`src/rtl/nhp_pkg.sv`:
```
package nhp_pkg;
  typedef enum logic [1:0] {
    ST_IDLE  = 2'd0,
    ST_SETUP = 2'd1,
    ST_REQ   = 2'd2,
    ST_REL   = 2'd3
  } seq_st_t;
endpackage

```
`src/rtl/nhp_sync.sv`:
```
module nhp_sync #(
  parameter int             W       = 1,
  parameter logic [W-1:0]   RST_VAL = '0
) (
  input  logic         clk,
  input  logic         rst_n,
  input  logic [W-1:0] d,
  output logic [W-1:0] q
);
  logic [W-1:0] meta_q;

  for (genvar b = 0; b < W; b++) begin : g_bit
    always_ff @(posedge clk or negedge rst_n) begin
      if (!rst_n) begin
        meta_q[b] <= RST_VAL[b];
        q[b]      <= RST_VAL[b];
      end else begin
        meta_q[b] <= d[b];
        q[b]      <= meta_q[b];
      end
    end
  end
endmodule

```
`src/rtl/nhp_stat_cap.sv`:
```
module nhp_stat_cap #(
  parameter int NIB_W = 4
) (
  input  logic             clk,
  input  logic             rst_n,
  input  logic             strb_n_s,
  input  logic [NIB_W-1:0] nib_s,
  input  logic             rd,
  output logic [NIB_W-1:0] nib,
  output logic             valid,
  output logic             ovr
);
  logic             prev_q;
  logic             unread_q, unread_d;
  logic             ovr_d;
  logic [NIB_W-1:0] nib_d;
  logic             fall;

  assign fall = prev_q & ~strb_n_s;

  always_comb begin
    nib_d    = nib;
    unread_d = unread_q;
    ovr_d    = ovr;
    if (fall) begin
      nib_d    = nib_s;
      unread_d = 1'b1;
      if (unread_q && !rd) ovr_d = 1'b1;
    end else if (rd) begin
      unread_d = 1'b0;
    end
  end

  always_ff @(posedge clk or negedge rst_n) begin
    if (!rst_n) begin
      prev_q   <= 1'b1;
      unread_q <= 1'b0;
      ovr      <= 1'b0;
      valid    <= 1'b0;
      nib      <= '0;
    end else begin
      prev_q   <= strb_n_s;
      unread_q <= unread_d;
      ovr      <= ovr_d;
      valid    <= fall;
      if (fall) nib <= nib_d;
    end
  end

  // capture pulse lasts one cycle
  p_valid_pulse_r7: assert property (@(posedge clk) disable iff (!rst_n)
    valid |=> !valid);
  // overrun is sticky
  p_ovr_sticky_r8: assert property (@(posedge clk) disable iff (!rst_n)
    ovr |=> ovr);
  // overrun only appears together with a capture
  p_ovr_with_capture_r8: assert property (@(posedge clk) disable iff (!rst_n)
    $rose(ovr) |-> valid);
endmodule

```
`src/rtl/nhp_cmd_seq.sv`:
```
module nhp_cmd_seq
  import nhp_pkg::*;
#(
  parameter int MAX_NIB   = 16,
  parameter int NIB_W     = 4,
  parameter int TMO_W     = 16,
  parameter int SETUP_CYC = 2,
  localparam int IDX_W    = $clog2(MAX_NIB),
  localparam int WORD_W   = MAX_NIB * NIB_W
) (
  input  logic              clk,
  input  logic              rst_n,
  input  logic              start,
  input  logic [IDX_W-1:0]  cmd_last,
  input  logic [WORD_W-1:0] cmd_words,
  input  logic [TMO_W-1:0]  tmo_lim,
  input  logic              ack_n_s,
  output logic              sel_n,
  output logic              req_n,
  output logic [NIB_W-1:0]  data,
  output logic              busy,
  output logic              err
);
  localparam logic [TMO_W-1:0] SETUP_LAST = TMO_W'(SETUP_CYC - 1);

  seq_st_t           st_q, st_d;
  logic [TMO_W-1:0]  cnt_q, cnt_d;
  logic [IDX_W-1:0]  idx_q, idx_d, last_q, last_d;
  logic [WORD_W-1:0] words_q, words_d;
  logic              sel_d, req_d, err_d;

  assign data = words_q[idx_q*NIB_W +: NIB_W];
  assign busy = (st_q != ST_IDLE);

  always_comb begin
    st_d    = st_q;
    cnt_d   = cnt_q;
    idx_d   = idx_q;
    last_d  = last_q;
    words_d = words_q;
    sel_d   = sel_n;
    req_d   = req_n;
    err_d   = err;
    unique case (st_q)
      ST_IDLE: begin
        if (start) begin
          words_d = cmd_words;
          last_d  = cmd_last;
          idx_d   = '0;
          cnt_d   = '0;
          sel_d   = 1'b0;
          err_d   = 1'b0;
          st_d    = ST_SETUP;
        end
      end
      ST_SETUP: begin
        if (cnt_q == SETUP_LAST) begin
          cnt_d = '0;
          req_d = 1'b0;
          st_d  = ST_REQ;
        end else begin
          cnt_d = cnt_q + 1'b1;
        end
      end
      ST_REQ: begin
        if (!ack_n_s) begin
          cnt_d = '0;
          req_d = 1'b1;
          st_d  = ST_REL;
        end else if (cnt_q == tmo_lim) begin
          cnt_d = '0;
          req_d = 1'b1;
          sel_d = 1'b1;
          err_d = 1'b1;
          st_d  = ST_IDLE;
        end else begin
          cnt_d = cnt_q + 1'b1;
        end
      end
      ST_REL: begin
        if (ack_n_s) begin
          cnt_d = '0;
          if (idx_q == last_q) begin
            sel_d = 1'b1;
            st_d  = ST_IDLE;
          end else begin
            idx_d = idx_q + 1'b1;
            st_d  = ST_SETUP;
          end
        end else if (cnt_q == tmo_lim) begin
          cnt_d = '0;
          sel_d = 1'b1;
          err_d = 1'b1;
          st_d  = ST_IDLE;
        end else begin
          cnt_d = cnt_q + 1'b1;
        end
      end
      default: st_d = ST_IDLE;
    endcase
  end

  always_ff @(posedge clk or negedge rst_n) begin
    if (!rst_n) begin
      st_q    <= ST_IDLE;
      cnt_q   <= '0;
      idx_q   <= '0;
      last_q  <= '0;
      words_q <= '0;
      sel_n   <= 1'b1;
      req_n   <= 1'b1;
      err     <= 1'b0;
    end else begin
      st_q    <= st_d;
      cnt_q   <= cnt_d;
      idx_q   <= idx_d;
      last_q  <= last_d;
      words_q <= words_d;
      sel_n   <= sel_d;
      req_n   <= req_d;
      err     <= err_d;
    end
  end

  // request only inside a frame
  p_req_in_frame_r4: assert property (@(posedge clk) disable iff (!rst_n)
    !req_n |-> !sel_n);
  // data held while requesting and until release is seen
  p_data_hold_r3: assert property (@(posedge clk) disable iff (!rst_n)
    (!req_n || st_q == ST_REL) |-> $stable(data));
  // abort leaves both handshake lines released
  p_abort_release_r6: assert property (@(posedge clk) disable iff (!rst_n)
    $rose(err) |-> (sel_n && req_n));
  // busy matches the frame
  p_busy_frame_r10: assert property (@(posedge clk) disable iff (!rst_n)
    busy == !sel_n);
  // start during a frame leaves the latched command alone
  p_start_ignored_r10: assert property (@(posedge clk) disable iff (!rst_n)
    (busy && start) |=> $stable(words_q));
endmodule

```
`src/rtl/nib_cmd_port.sv`:
```
module nib_cmd_port #(
  parameter int MAX_NIB   = 16,
  parameter int NIB_W     = 4,
  parameter int TMO_W     = 16,
  parameter int SETUP_CYC = 2,
  localparam int IDX_W    = $clog2(MAX_NIB),
  localparam int WORD_W   = MAX_NIB * NIB_W
) (
  input  logic              clk,
  input  logic              rst_n,
  input  logic              cmd_start,
  input  logic [IDX_W-1:0]  cmd_last,
  input  logic [WORD_W-1:0] cmd_words,
  input  logic [TMO_W-1:0]  tmo_lim,
  output logic              cmd_busy,
  output logic              cmd_err,
  output logic              chg_sel_n,
  output logic [NIB_W-1:0]  chg_data,
  output logic              chg_req_n,
  input  logic              chg_ack_n,
  input  logic              chg_strb_n,
  input  logic [NIB_W-1:0]  chg_stat,
  input  logic              chg_help_n,
  input  logic              chg_close,
  input  logic              chg_check,
  output logic [NIB_W-1:0]  stat_nib,
  output logic              stat_valid,
  input  logic              stat_rd,
  output logic              stat_ovr,
  output logic              dev_fault,
  output logic              dev_closed,
  output logic              dev_powered
);
  logic [1:0]       rs_q;
  logic             rst_i_n;
  logic             ack_n_s, strb_n_s;
  logic [NIB_W-1:0] stat_s;
  logic [2:0]       flag_s;

  always_ff @(posedge clk or negedge rst_n) begin
    if (!rst_n) rs_q <= '0;
    else        rs_q <= {rs_q[0], 1'b1};
  end
  assign rst_i_n = rs_q[1];

  nhp_sync #(.W(1), .RST_VAL(1'b1)) u_ack_sync (
    .clk(clk), .rst_n(rst_i_n), .d(chg_ack_n), .q(ack_n_s));
  nhp_sync #(.W(1), .RST_VAL(1'b1)) u_strb_sync (
    .clk(clk), .rst_n(rst_i_n), .d(chg_strb_n), .q(strb_n_s));
  nhp_sync #(.W(NIB_W), .RST_VAL('0)) u_stat_sync (
    .clk(clk), .rst_n(rst_i_n), .d(chg_stat), .q(stat_s));
  nhp_sync #(.W(3), .RST_VAL(3'b100)) u_flag_sync (
    .clk(clk), .rst_n(rst_i_n), .d({chg_help_n, chg_close, chg_check}), .q(flag_s));

  assign dev_fault   = ~flag_s[2];
  assign dev_closed  = flag_s[1];
  assign dev_powered = flag_s[0];

  nhp_cmd_seq #(
    .MAX_NIB(MAX_NIB), .NIB_W(NIB_W), .TMO_W(TMO_W), .SETUP_CYC(SETUP_CYC)
  ) u_seq (
    .clk(clk), .rst_n(rst_i_n), .start(cmd_start), .cmd_last(cmd_last),
    .cmd_words(cmd_words), .tmo_lim(tmo_lim), .ack_n_s(ack_n_s),
    .sel_n(chg_sel_n), .req_n(chg_req_n), .data(chg_data),
    .busy(cmd_busy), .err(cmd_err));

  nhp_stat_cap #(.NIB_W(NIB_W)) u_stat (
    .clk(clk), .rst_n(rst_i_n), .strb_n_s(strb_n_s), .nib_s(stat_s),
    .rd(stat_rd), .nib(stat_nib), .valid(stat_valid), .ovr(stat_ovr));
endmodule

```
`config.mk`:
```
export PLATFORM = sky130hd
export DESIGN_NAME = nib_cmd_port
export DESIGN_NICKNAME = d
export VERILOG_FILES = /design/src/rtl/nhp_pkg.sv /design/src/rtl/nhp_sync.sv /design/src/rtl/nhp_stat_cap.sv /design/src/rtl/nhp_cmd_seq.sv /design/src/rtl/nib_cmd_port.sv
export SDC_FILE = /design/constraint.sdc
export NUM_CORES = 1
export LEC_CHECK = 0
export BUFFER_PORTS_ARGS = -buffer_cell sky130_fd_sc_hd__buf_2
export CORE_ASPECT_RATIO = 1.75
export CORE_UTILIZATION = 40
export DETAILED_ROUTE_END_ITERATION = 8
export PLACE_DENSITY = 0.7
export SYNTH_ARGS = -nofsm -noshare
export SYNTH_HDL_FRONTEND = slang
export SYNTH_SLANG_ARGS = --single-unit
```
`constraint.sdc`:
```
create_clock -name clk -period 8.99 [get_ports clk]
set_input_delay 1.798 -clock clk [delete_from_list [all_inputs] [get_ports clk]]
set_output_delay 1.798 -clock clk [all_outputs]
set_load 0.02 [all_outputs]
```
==> Word-level counts from Yosys, hierarchy flattened <==
Index checks and enable logic that the tools add are counted.
{ "word_totals": {"register_bits": 121, "input_bits": 97} }
{ "op_classes": {"addsub": 2, "shift": 1, "mux": 33, "reduce_logical": 15, "eq_ne": 14, "n_bitwise": 3} }
{ "op_table": {"columns": ["operator", "n"], "rows": [
  ["$mux 16", 5],
  ["$pmux 16 s4", 1],
  ["$shiftx 64x7->4", 1],
  ["$add 16x1->16 const B", 1],
  ["$eq 16x1->1 const B", 1],
  ["$eq 16x16->1", 1],
  ["$mux 1", 14],
  ["$mux 4", 3],
  ["$reduce_and 4->1", 3],
  ["$mux 2", 5],
  ["$ne 2x2->1 const B", 5],
  ["$pmux 2 s4", 1],
  ["$pmux 4 s2", 1],
  ["$reduce_bool 2->1", 4],
  ["$ne 3x2->1 const B", 2],
  ["$pmux 1 s3", 2],
  ["$reduce_and 2->1", 3],
  ["$add 4x1->4 const B", 1],
  ["$eq 2x2->1 const B", 2],
  ["$eq 4x4->1", 1],
  ["$reduce_and 3->1", 1],
  ["$reduce_bool 3->1", 1],
  ["$eq 2x1->1 const B", 1],
  ["$logic_not 2->1", 1],
  ["other kinds (6)", 7]
]} }

==> Longest topological paths before layout <==
Gate-level depths: netlist of run 1.
{ "depth": {"ltp_word": 4, "ltp_mapped": 9} }

==> By module <==
From an unflattened synthesis of run 1, not the netlist that was laid out.
{ "unflattened": {"cells_unflattened": 425, "hier_area_um2": 5631.7} }
{ "modules_own_cells": {"columns": ["module", "cells_per_inst", "area_per_inst_um2", "seq_area_each_um2", "n_inst"], "rows": [
  ["nhp_cmd_seq", 386, 4808.4, 2329.7, 1],
  ["nhp_stat_cap", 17, 307.8, 201.4, 1],
  ["nhp_sync at u_stat_sync", 8, 200.2, 200.2, 1],
  ["nhp_sync at u_flag_sync", 6, 152.6, 152.6, 1],
  ["nhp_sync at u_ack_sync ...", 2, 52.6, 52.6, 2],
  ["nib_cmd_port", 4, 57.6, 50.0, 1]
]} }

==> Least setup slack after synthesis of run 1 <==
OpenSTA, ideal clock, no wires.
{ "synth_path": {"kind": "reg-to-output", "start": "register u_seq.idx_q[0]", "end": "output port chg_data[0]", "path_slack_ns": 5.264, "required_time_ns": 7.192, "path_buffers": 2, "t_arrival_ns": 1.928, "path_stages_with_launch": 5, "path_cell_list": "dfrtp_1 buf_2 buf_4 mux4_2 mux4_2"} }
{ "synth_via": {"elab_chain_cells": 1} }
{ "synth_rtl": {"columns": ["element", "line", "rtl"], "rows": [
  ["start, declared", "nhp_cmd_seq.sv:28", "logic [IDX_W-1:0] idx_q, idx_d, last_q, last_d;"],
  ["start signal, assigned", "nhp_cmd_seq.sv:116", "idx_q <= idx_d;"],
  ["$shiftx 64x7->4", "nhp_cmd_seq.sv:32", "assign data = words_q[idx_q*NIB_W +: NIB_W];"],
  ["end, declared", "nib_cmd_port.sv:18", "output logic [NIB_W-1:0] chg_data,"]
]} }
Every way passes these cells.

==> Worst setup path after layout of run 1 <==
{ "layout_path": {"start": "register u_seq.idx_q[0]", "end": "output port chg_data[2]"} }
Same word-level chain as after synthesis.

==> metrics.md, run 1 <==
| Metric | Value |
|---|---|
| Synth-to-layout area growth | `22.59%` |
| Die W | `just over 90 µm` |
| Worst Hold Class | `reg -> reg` |
| Final number of max-transition violations | `0` |
| Global-route wire length before repair | `~21,000 µm` |
| Final net count | `a little over 600` |
| Crit path to | `chg_data[2]` |
| Area of the die | `~14,000 µm²` |
| Synth Area in XOR/XNOR | `about 4.1%` |
| Setup_tns | `0 ns` |
| Crit. Startpoint | `u_seq.idx_q[0]` |
| Number of diodes | `0` |
| Post-synthesis simple-gate area fraction | `8.271%` |
| Netlist cell types | `just under 50` |
| Ys Warns | `0` |
| Worst R2R Setup Slack | `6.55 ns` |
| Most common cell after layout, fill and taps aside | `buf_2` |
| Post-synth ARST share | `100.0%` |
| Row count | `between 50 and 60` |
| Vias per inst | `approximately 5.1` |
| Clock Latency Late Sink | `0.41 ns` |
| Final setup fails | `0` |
| Mux share of post-synthesis cell area | `between 20% and 30%` |
| Util after Layout | `50.32%` |
| FF-to-FF End | `u_seq.st_q[1]` |
| Post-synthesis compound-gate area fraction | `about 5.0%` |
| Syn Area/Cell | `13.60 µm²` |
| Ranking of synthesized cells by area | `dfrtp_1 (51%), mux2_2 (15%), mux4_2 (8.2%)` |
| CTS tree | `done` |
| VDD IR max | `between 150 and 200 µV` |
| Status | `finished, final reports clean` |
| Crit path max fanout | `21` |
| Post-synth top area cell | `dfrtp_1` |
| Area share of the largest cell type after synthesis | `50.76%` |
| Main combinational cell family by area after synthesis | `multiplexers` |
| Pwr/cell area | `338.0 nW/µm²` |
| Leakage power | `3.048 nW` |
| ANT nets after route | `0` |
| CP startpoint kind | `flip-flop` |
| Number of synthesized flops with an enable pin | `0` |
| Core area | `approximately 13,000 µm²` |
| Syn Std Cell Area | `5522 µm²` |
| Crit Path Category | `reg -> out` |
| Cells after synthesis | `slightly above 400` |
| Worst-path clk slew | `about 0.06 ns` |
| Top FF cell, synth | `dfrtp_1` |
| Clock root cell | `clkbuf_16` |
| Syn nets | `510` |
| DRT Wirelength | `about 13,000 µm` |
| CTS H-Tree Depth | `4` |
| Initial Utilization | `41.04%` |
| Fin crit share | `approximately 51%` |
| Post-cts gate resize count | `0` |
| Register bit count reported by yosys | `between 100 and 150` |
| GRT Residual Overflow | `0` |
| Hold buffer count at CTS | `0` |
| Multi-input gate area in the final layout | `2325 µm²` |
| Fmax | `217.7 MHz` |
| Worst-Margin Slew | `1.132 ns` |
| PortBufs | `113` |
| Worst endpoint required time | `7.19 ns` |
| Reg area | `3043 µm²` |
| Number of antenna violations at the first check in global routing | `0` |
| Synth Area in Adders | `under 10%` |
| Number of buffers created by CTS | `17` |
| RSZ-0062 raised after global routing | `false` |
| Via count | `about 3.6k` |
| Number of top-level pins | `about 110` |
| Post-DP HPWL | `around 9600 µm` |
| Post-CTS Setup Bufs | `0` |
| Crit end category | `primary output` |
| Die Height | `157.4 µm` |
| Worst clock skew | `just under 0.009 ns` |
| Worst EP arrival | `2.79 ns` |
| Clk sink count | `about 120` |
| R2r startpoint | `u_seq.st_q[1]` |
| Largest net degree at the start of global routing | `70` |
| WL per Instance | `18.27 µm` |
| Clk buf depth | `2` |
| Number of global-route vias before repair | `a little under 4k` |
| Residual DRC count | `0` |
| Final hold violations | `0` |
| Gpl congestion | `roughly 0.87` |
| Cells on Worst Hold Path | `0` |
| Register area share after synthesis | `approximately 55%` |
| Total GRT Usage | `roughly 20%` |
| Tmin final | `between 4 and 5 ns` |
| # Max-Cap Violations | `0` |
| Reg2reg path depth | `8` |
| DRT Pass-1 Iters | `4` |
| Initial DRC count | `135` |
| Share of cells above drive strength 1 | `about half` |
| FILL cells | `approximately 1.2k` |
| Slew HR | `~25%` |
| Commonest cells after routing, fill and taps aside | `buf_2 (113), dfrtp_1 (111), mux2_2 (72)` |
-- routing by layer --
metal	wire length, µm	vias up	GRT usage (%)
li1	-	1673	-
met4	293	0	7.105
met5	0	-	0
met1	4449	1805	20.36
met3	627	22	5.411
met2	7435	106	37.23
-- cells in the mapped netlist, types with 7 or more instances --
library cell    n
dfrtp_1       112
mux2_2         72
nand2_1        23
mux4_2         20
xnor2_1        19
nor2_1         11
o21ai_0        10
dfstp_2         9
inv_1           9
nand3_1         9
a21o_1          8
buf_2           8
a21oi_1         7
buf_1           7
ha_1            7
nand4_1         7
-- cells by family (layout without fill, tap and decap cells) --
kind of cell    Yosys count  count (layout)
xor+xnor                 24              24
mux                      93              93
fa+ha+maj                 7               7
simple gates             84              84
flops                   121             121
buf+inv                  34             155
other cells               1               1
compound gates           42              42
-- stage by stage --
| step | power (W) | cells | cell area [µm²] | hold slack [ns] | setup WS (ns) |
|---|---|---|---|---|---|
| after floorplan | 0.001451 | 406 | 5522 | 0.3312 | 5.264 |
| after global placement | 0.001620 | 670 | 6200 | 0.3313 | 4.811 |
| after detailed placement | 0.001657 | 670 | 6200 | 0.3347 | 4.768 |
| after CTS | 0.002312 | 701 | 6769 | 0.3475 | 4.325 |
| after global routing | 0.002420 | 701 | 6769 | 0.3487 | 4.185 |
| final | 0.002288 | 701 | 6769 | 0.3456 | 4.397 |
-- cell type report --
type / count / area share (%)
multi-input combinational: 251 / 34.34
sequential: 121 / 44.95
tap: 174 / 3.216
clock inverter: 13 / 1.922
timing repair buffer: 115 / 8.577
clock buffer: 18 / 6.488
inverter: 9 / 0.4991
-- worst min-delay path by stage --
stage                          startpoint  slack [ns]                to
CTS                 u_stat_sync.meta_q[3]        0.35  u_stat_sync.q[3]
floorplan                         rs_q[0]        0.33           rs_q[1]
global route        u_stat_sync.meta_q[0]        0.35  u_stat_sync.q[0]
global placement    u_flag_sync.meta_q[1]        0.33  u_flag_sync.q[1]
detailed placement  u_stat_sync.meta_q[0]        0.33  u_stat_sync.q[0]
finish              u_stat_sync.meta_q[3]        0.35  u_stat_sync.q[3]
-- flip-flops by register name (all words and copies together) (netlist names), 4 cells and up --
signal	count
u_stat_sync.q	4
u_seq.last_q	4
u_seq.cnt_q	16
u_seq.words_q	64
u_stat_sync.meta_q	4
u_stat.nib	4
u_seq.idx_q	4
-- power by group --
group          internal (W)  total [W]  switching (W)
registers          0.000738   0.000920       0.000182
logic              0.000419   0.000722       0.000303
clock network      0.000409   0.000645       0.000236
total               0.00157    0.00229       0.000721
-- critical path: stages, from the launching register on --
cell and delay [ns]:
dfrtp_1 1.09, mux4_2 0.61, mux4_2 0.50, buf_2 0.18
(Power assumes the default switching activity.)
==> run 2, diff against run 1 <==
--- a/config.mk
+++ b/config.mk
@@ -9,7 +9,7 @@
 export CORE_ASPECT_RATIO = 1.75
 export CORE_UTILIZATION = 40
 export DETAILED_ROUTE_END_ITERATION = 8
-export PLACE_DENSITY = 0.7
+export PLACE_DENSITY = 0.73
 export SYNTH_ARGS = -nofsm -noshare
 export SYNTH_HDL_FRONTEND = slang
 export SYNTH_SLANG_ARGS = --single-unit
==> constraint.sdc (replaced) <==
create_clock -name clk -period 3.82 [get_ports clk]
set_input_delay 0.764 -clock clk [delete_from_list [all_inputs] [get_ports clk]]
set_output_delay 0.764 -clock clk [all_outputs]
set_load 0.02 [all_outputs]
==> run 2 against run 1 <==
Net effect:
- clock-buffer cell count up 1
- register-to-register slack worse by 5.1 ns
- sequential share of layout area down 0.44 points
- core utilization up 0.49 points
- routed wire length up 1.2%
- sequential cell count unchanged
==> metrics.md, run 2 (synthesis results as in run 1) <==
| Metric | Value |
|---|---|
| Commonest cells after routing, fill and taps aside | `buf_2 (113), dfrtp_1 (111), mux2_2 (72)` |
| RSZ-0062 raised after global routing | `false` |
| DRT Pass-1 Iters | `4 (unchanged)` |
| Die Height | `157.4 µm (unchanged)` |
| Number of buffers created by CTS | `17 (unchanged)` |
| ANT nets after route | `0 (unchanged)` |
| Pre-CTS setup slack | `1.136 ns (-3.632 ns)` |
| Share of cells above drive strength 1 | `49.34% (+0.19 points)` |
| GR Layer Usage met2 | `36.87% (-0.36 points)` |
| Final hold violations | `0 (unchanged)` |
| Worst path cell trace | `mux4_2 -> mux4_2 -> buf_2` |
| CP Buf/Inv Count | `1 (unchanged)` |
| Crit-path slowest cell | `dfrtp_1` |
| Via count | `3,656 (+1.4%)` |
| Largest regs | `u_seq.words_q (64), u_seq.cnt_q (16)` |
| CTS tree | `done` |
| Fmax | `approximately 320 MHz` |
| CTS H-Tree Depth | `4 (unchanged)` |
| Total GRT Usage | `19.60% (about the same)` |
| Global-route wire length before repair | `20,820 µm (-0.16%)` |
| Tmin final | `~3.1 ns` |
| Clock network power share | `29.5% (+1.3 points)` |
| Util after Layout | `50.81% (+0.49 points)` |
| Clock Latency Late Sink | `0.41 ns (about the same)` |
| Number of global-route vias before repair | `3,927 (-1.1%)` |
| Crit end category | `primary output` |
| Number of top-level pins | `114 (unchanged)` |
| Final setup fails | `0 (unchanged)` |
| Crit path max fanout | `20 (-4.8%)` |
| Internal Power | `0.003780 W (+140%)` |
| Worst EP arrival | `2.38 ns (-0.41 ns)` |
| Die W | `90.82 µm (unchanged)` |
| Max reg flops | `64 (unchanged)` |
| Final net count | `622 (+0.48%)` |
| Sequential share of power | `38.7% (-1.5 points)` |
| Status | `finished, final reports clean` |
| DRT Wirelength | `12,960 µm (+1.2%)` |
| Worst-path clk slew | `0.06 ns (about the same)` |
| Critical Path Max Stage Delay | `0.86 ns (-0.23 ns)` |
| Hold buffer count at CTS | `0 (unchanged)` |
| GRT Residual Overflow | `0 (unchanged)` |
| Residual DRC count | `0 (unchanged)` |
| Fin crit share | `82.27%` |
| Initial Utilization | `41.04% (unchanged)` |
| PortBufs | `113 (unchanged)` |
| Leakage power | `3.088 nW (+1.3%)` |
| Grt met3 use | `5.121% (-0.29 points)` |
| Combinational power share | `31.8% (+0.2 points)` |
| Core area | `13,450 µm² (unchanged)` |
| Number of diodes | `0 (unchanged)` |
| Gpl congestion | `0.8464 (-2.6%)` |
| Post-cts gate resize count | `0 (unchanged)` |
| Largest net degree at the start of global routing | `75 (+7.1%)` |
| Clk sink count | `121 (unchanged)` |
| Worst clock skew | `0.007480 ns (-0.001195 ns)` |
| WL per Instance | `18.39 µm (+0.66%)` |
| Pwr/cell area | `809.6 nW/µm² (+140%)` |
| VDD IR max | `447.7 µV (+190%)` |
| Synth-to-layout area growth | `23.79%` |
| Most common cell after layout, fill and taps aside | `buf_2` |
| Worst-Margin Slew | `0.9545 ns (-0.1780 ns)` |
| CP startpoint kind | `flip-flop` |
| Worst Hold Class | `in -> async` |
| Met1 GRT Util | `20.67% (+0.32 points)` |
| Slew HR | `36.37% (+12 points)` |
| Clock root cell | `clkbuf_16` |
| Post-CTS Setup Bufs | `0 (unchanged)` |
| Reg with most FFs | `u_seq.words_q` |
| Vias per inst | `5.186 (+0.81%)` |
| Post-DP HPWL | `9627 µm (+0.77%)` |
| Clk buf depth | `2 (unchanged)` |
| Final worst-path setup slack | `0.6771 ns (-3.720 ns)` |
| Busiest grt layer | `met2` |
| Sw frac | `31.68% (+0.18 points)` |
| Crit Path Category | `reg -> out` |
| Row count | `56 (unchanged)` |
| Initial DRC count | `119 (-12%)` |
| Number of antenna violations at the first check in global routing | `1 (+1)` |
| Final number of max-transition violations | `0 (unchanged)` |
| Worst endpoint required time | `3.06 ns (-4.13 ns)` |
| Crit path max-delay family | `multiplexers` |
| Area of the die | `14,300 µm² (unchanged)` |
| CP dominant cell by count | `mux4_2` |
| Net load switching power | `0.001753 W (+140%)` |
| Setup_tns | `0 ns (unchanged)` |
| # Max-Cap Violations | `0 (unchanged)` |
==> run 2: area by class of cell <==
| type | instances | area, µm² |
|---|---|---|
| Inverter | 9 | 33.78 |
| Tap cell | 174 | 217.7 |
| Clock buffer | 19 | 442.9 |
| Sequential cell | 121 | 3043 |
| Fill cell | 1185 | 6618 |
| Multi-Input combinational cell | 251 | 2325 |
| Clock inverter | 13 | 170.2 |
| Timing Repair Buffer | 118 | 603.1 |
==> run 2: routing by layer <==
layer	up-vias	routed length (µm)
li1	1689	-
met1	1828	4749
met2	115	7288
met3	22	607
met4	2	303
met5	-	13
==> run 2: final timing paths <==
path / slack (ns) / cells past startpoint / startpoint / to
worst max-delay path: 0.68 / 3 / u_seq.idx_q[1] / chg_data[1]
worst min-delay path: 0.13 / 1 / rst_n / rs_q[1]
worst max register to register: 1.43 / 5 / u_seq.st_q[0] / u_seq.words_q[27]
worst min register to register: 0.35 / 0 / u_stat_sync.meta_q[0] / u_stat_sync.q[0]
max in group asynchronous: 2.42 / 1 / rs_q[1] / u_flag_sync.meta_q[2]
min in group clk: 0.35 / 0 / u_stat_sync.meta_q[0] / u_stat_sync.q[0]
==> run 2: power by group through the flow <==
| stage | logic (W) | clock network (W) | registers, W |
|---|---|---|---|
| final | 0.00176 | 0.00163 | 0.00214 |
| after global routing | 0.00192 | 0.00172 | 0.00219 |
| after CTS | 0.00178 | 0.00166 | 0.00215 |
| after detailed placement | 0.00175 | 0 | 0.00216 |
| after global placement | 0.00168 | 0 | 0.00216 |
| after floorplan | 0.00147 | 0 | 0.00195 |
==> run 2: through the flow <==
step / total power [W] / cell area (µm²) / std cells / hold WS (ns)
after floorplan: 0.003415 / 5522 / 406 / 0.3312
after global placement: 0.003838 / 6222 / 673 / 0.3323
after detailed placement: 0.003915 / 6222 / 673 / 0.3347
after CTS: 0.005590 / 6835 / 705 / 0.1120
after global routing: 0.005840 / 6835 / 705 / 0.1175
final: 0.005534 / 6835 / 705 / 0.1314
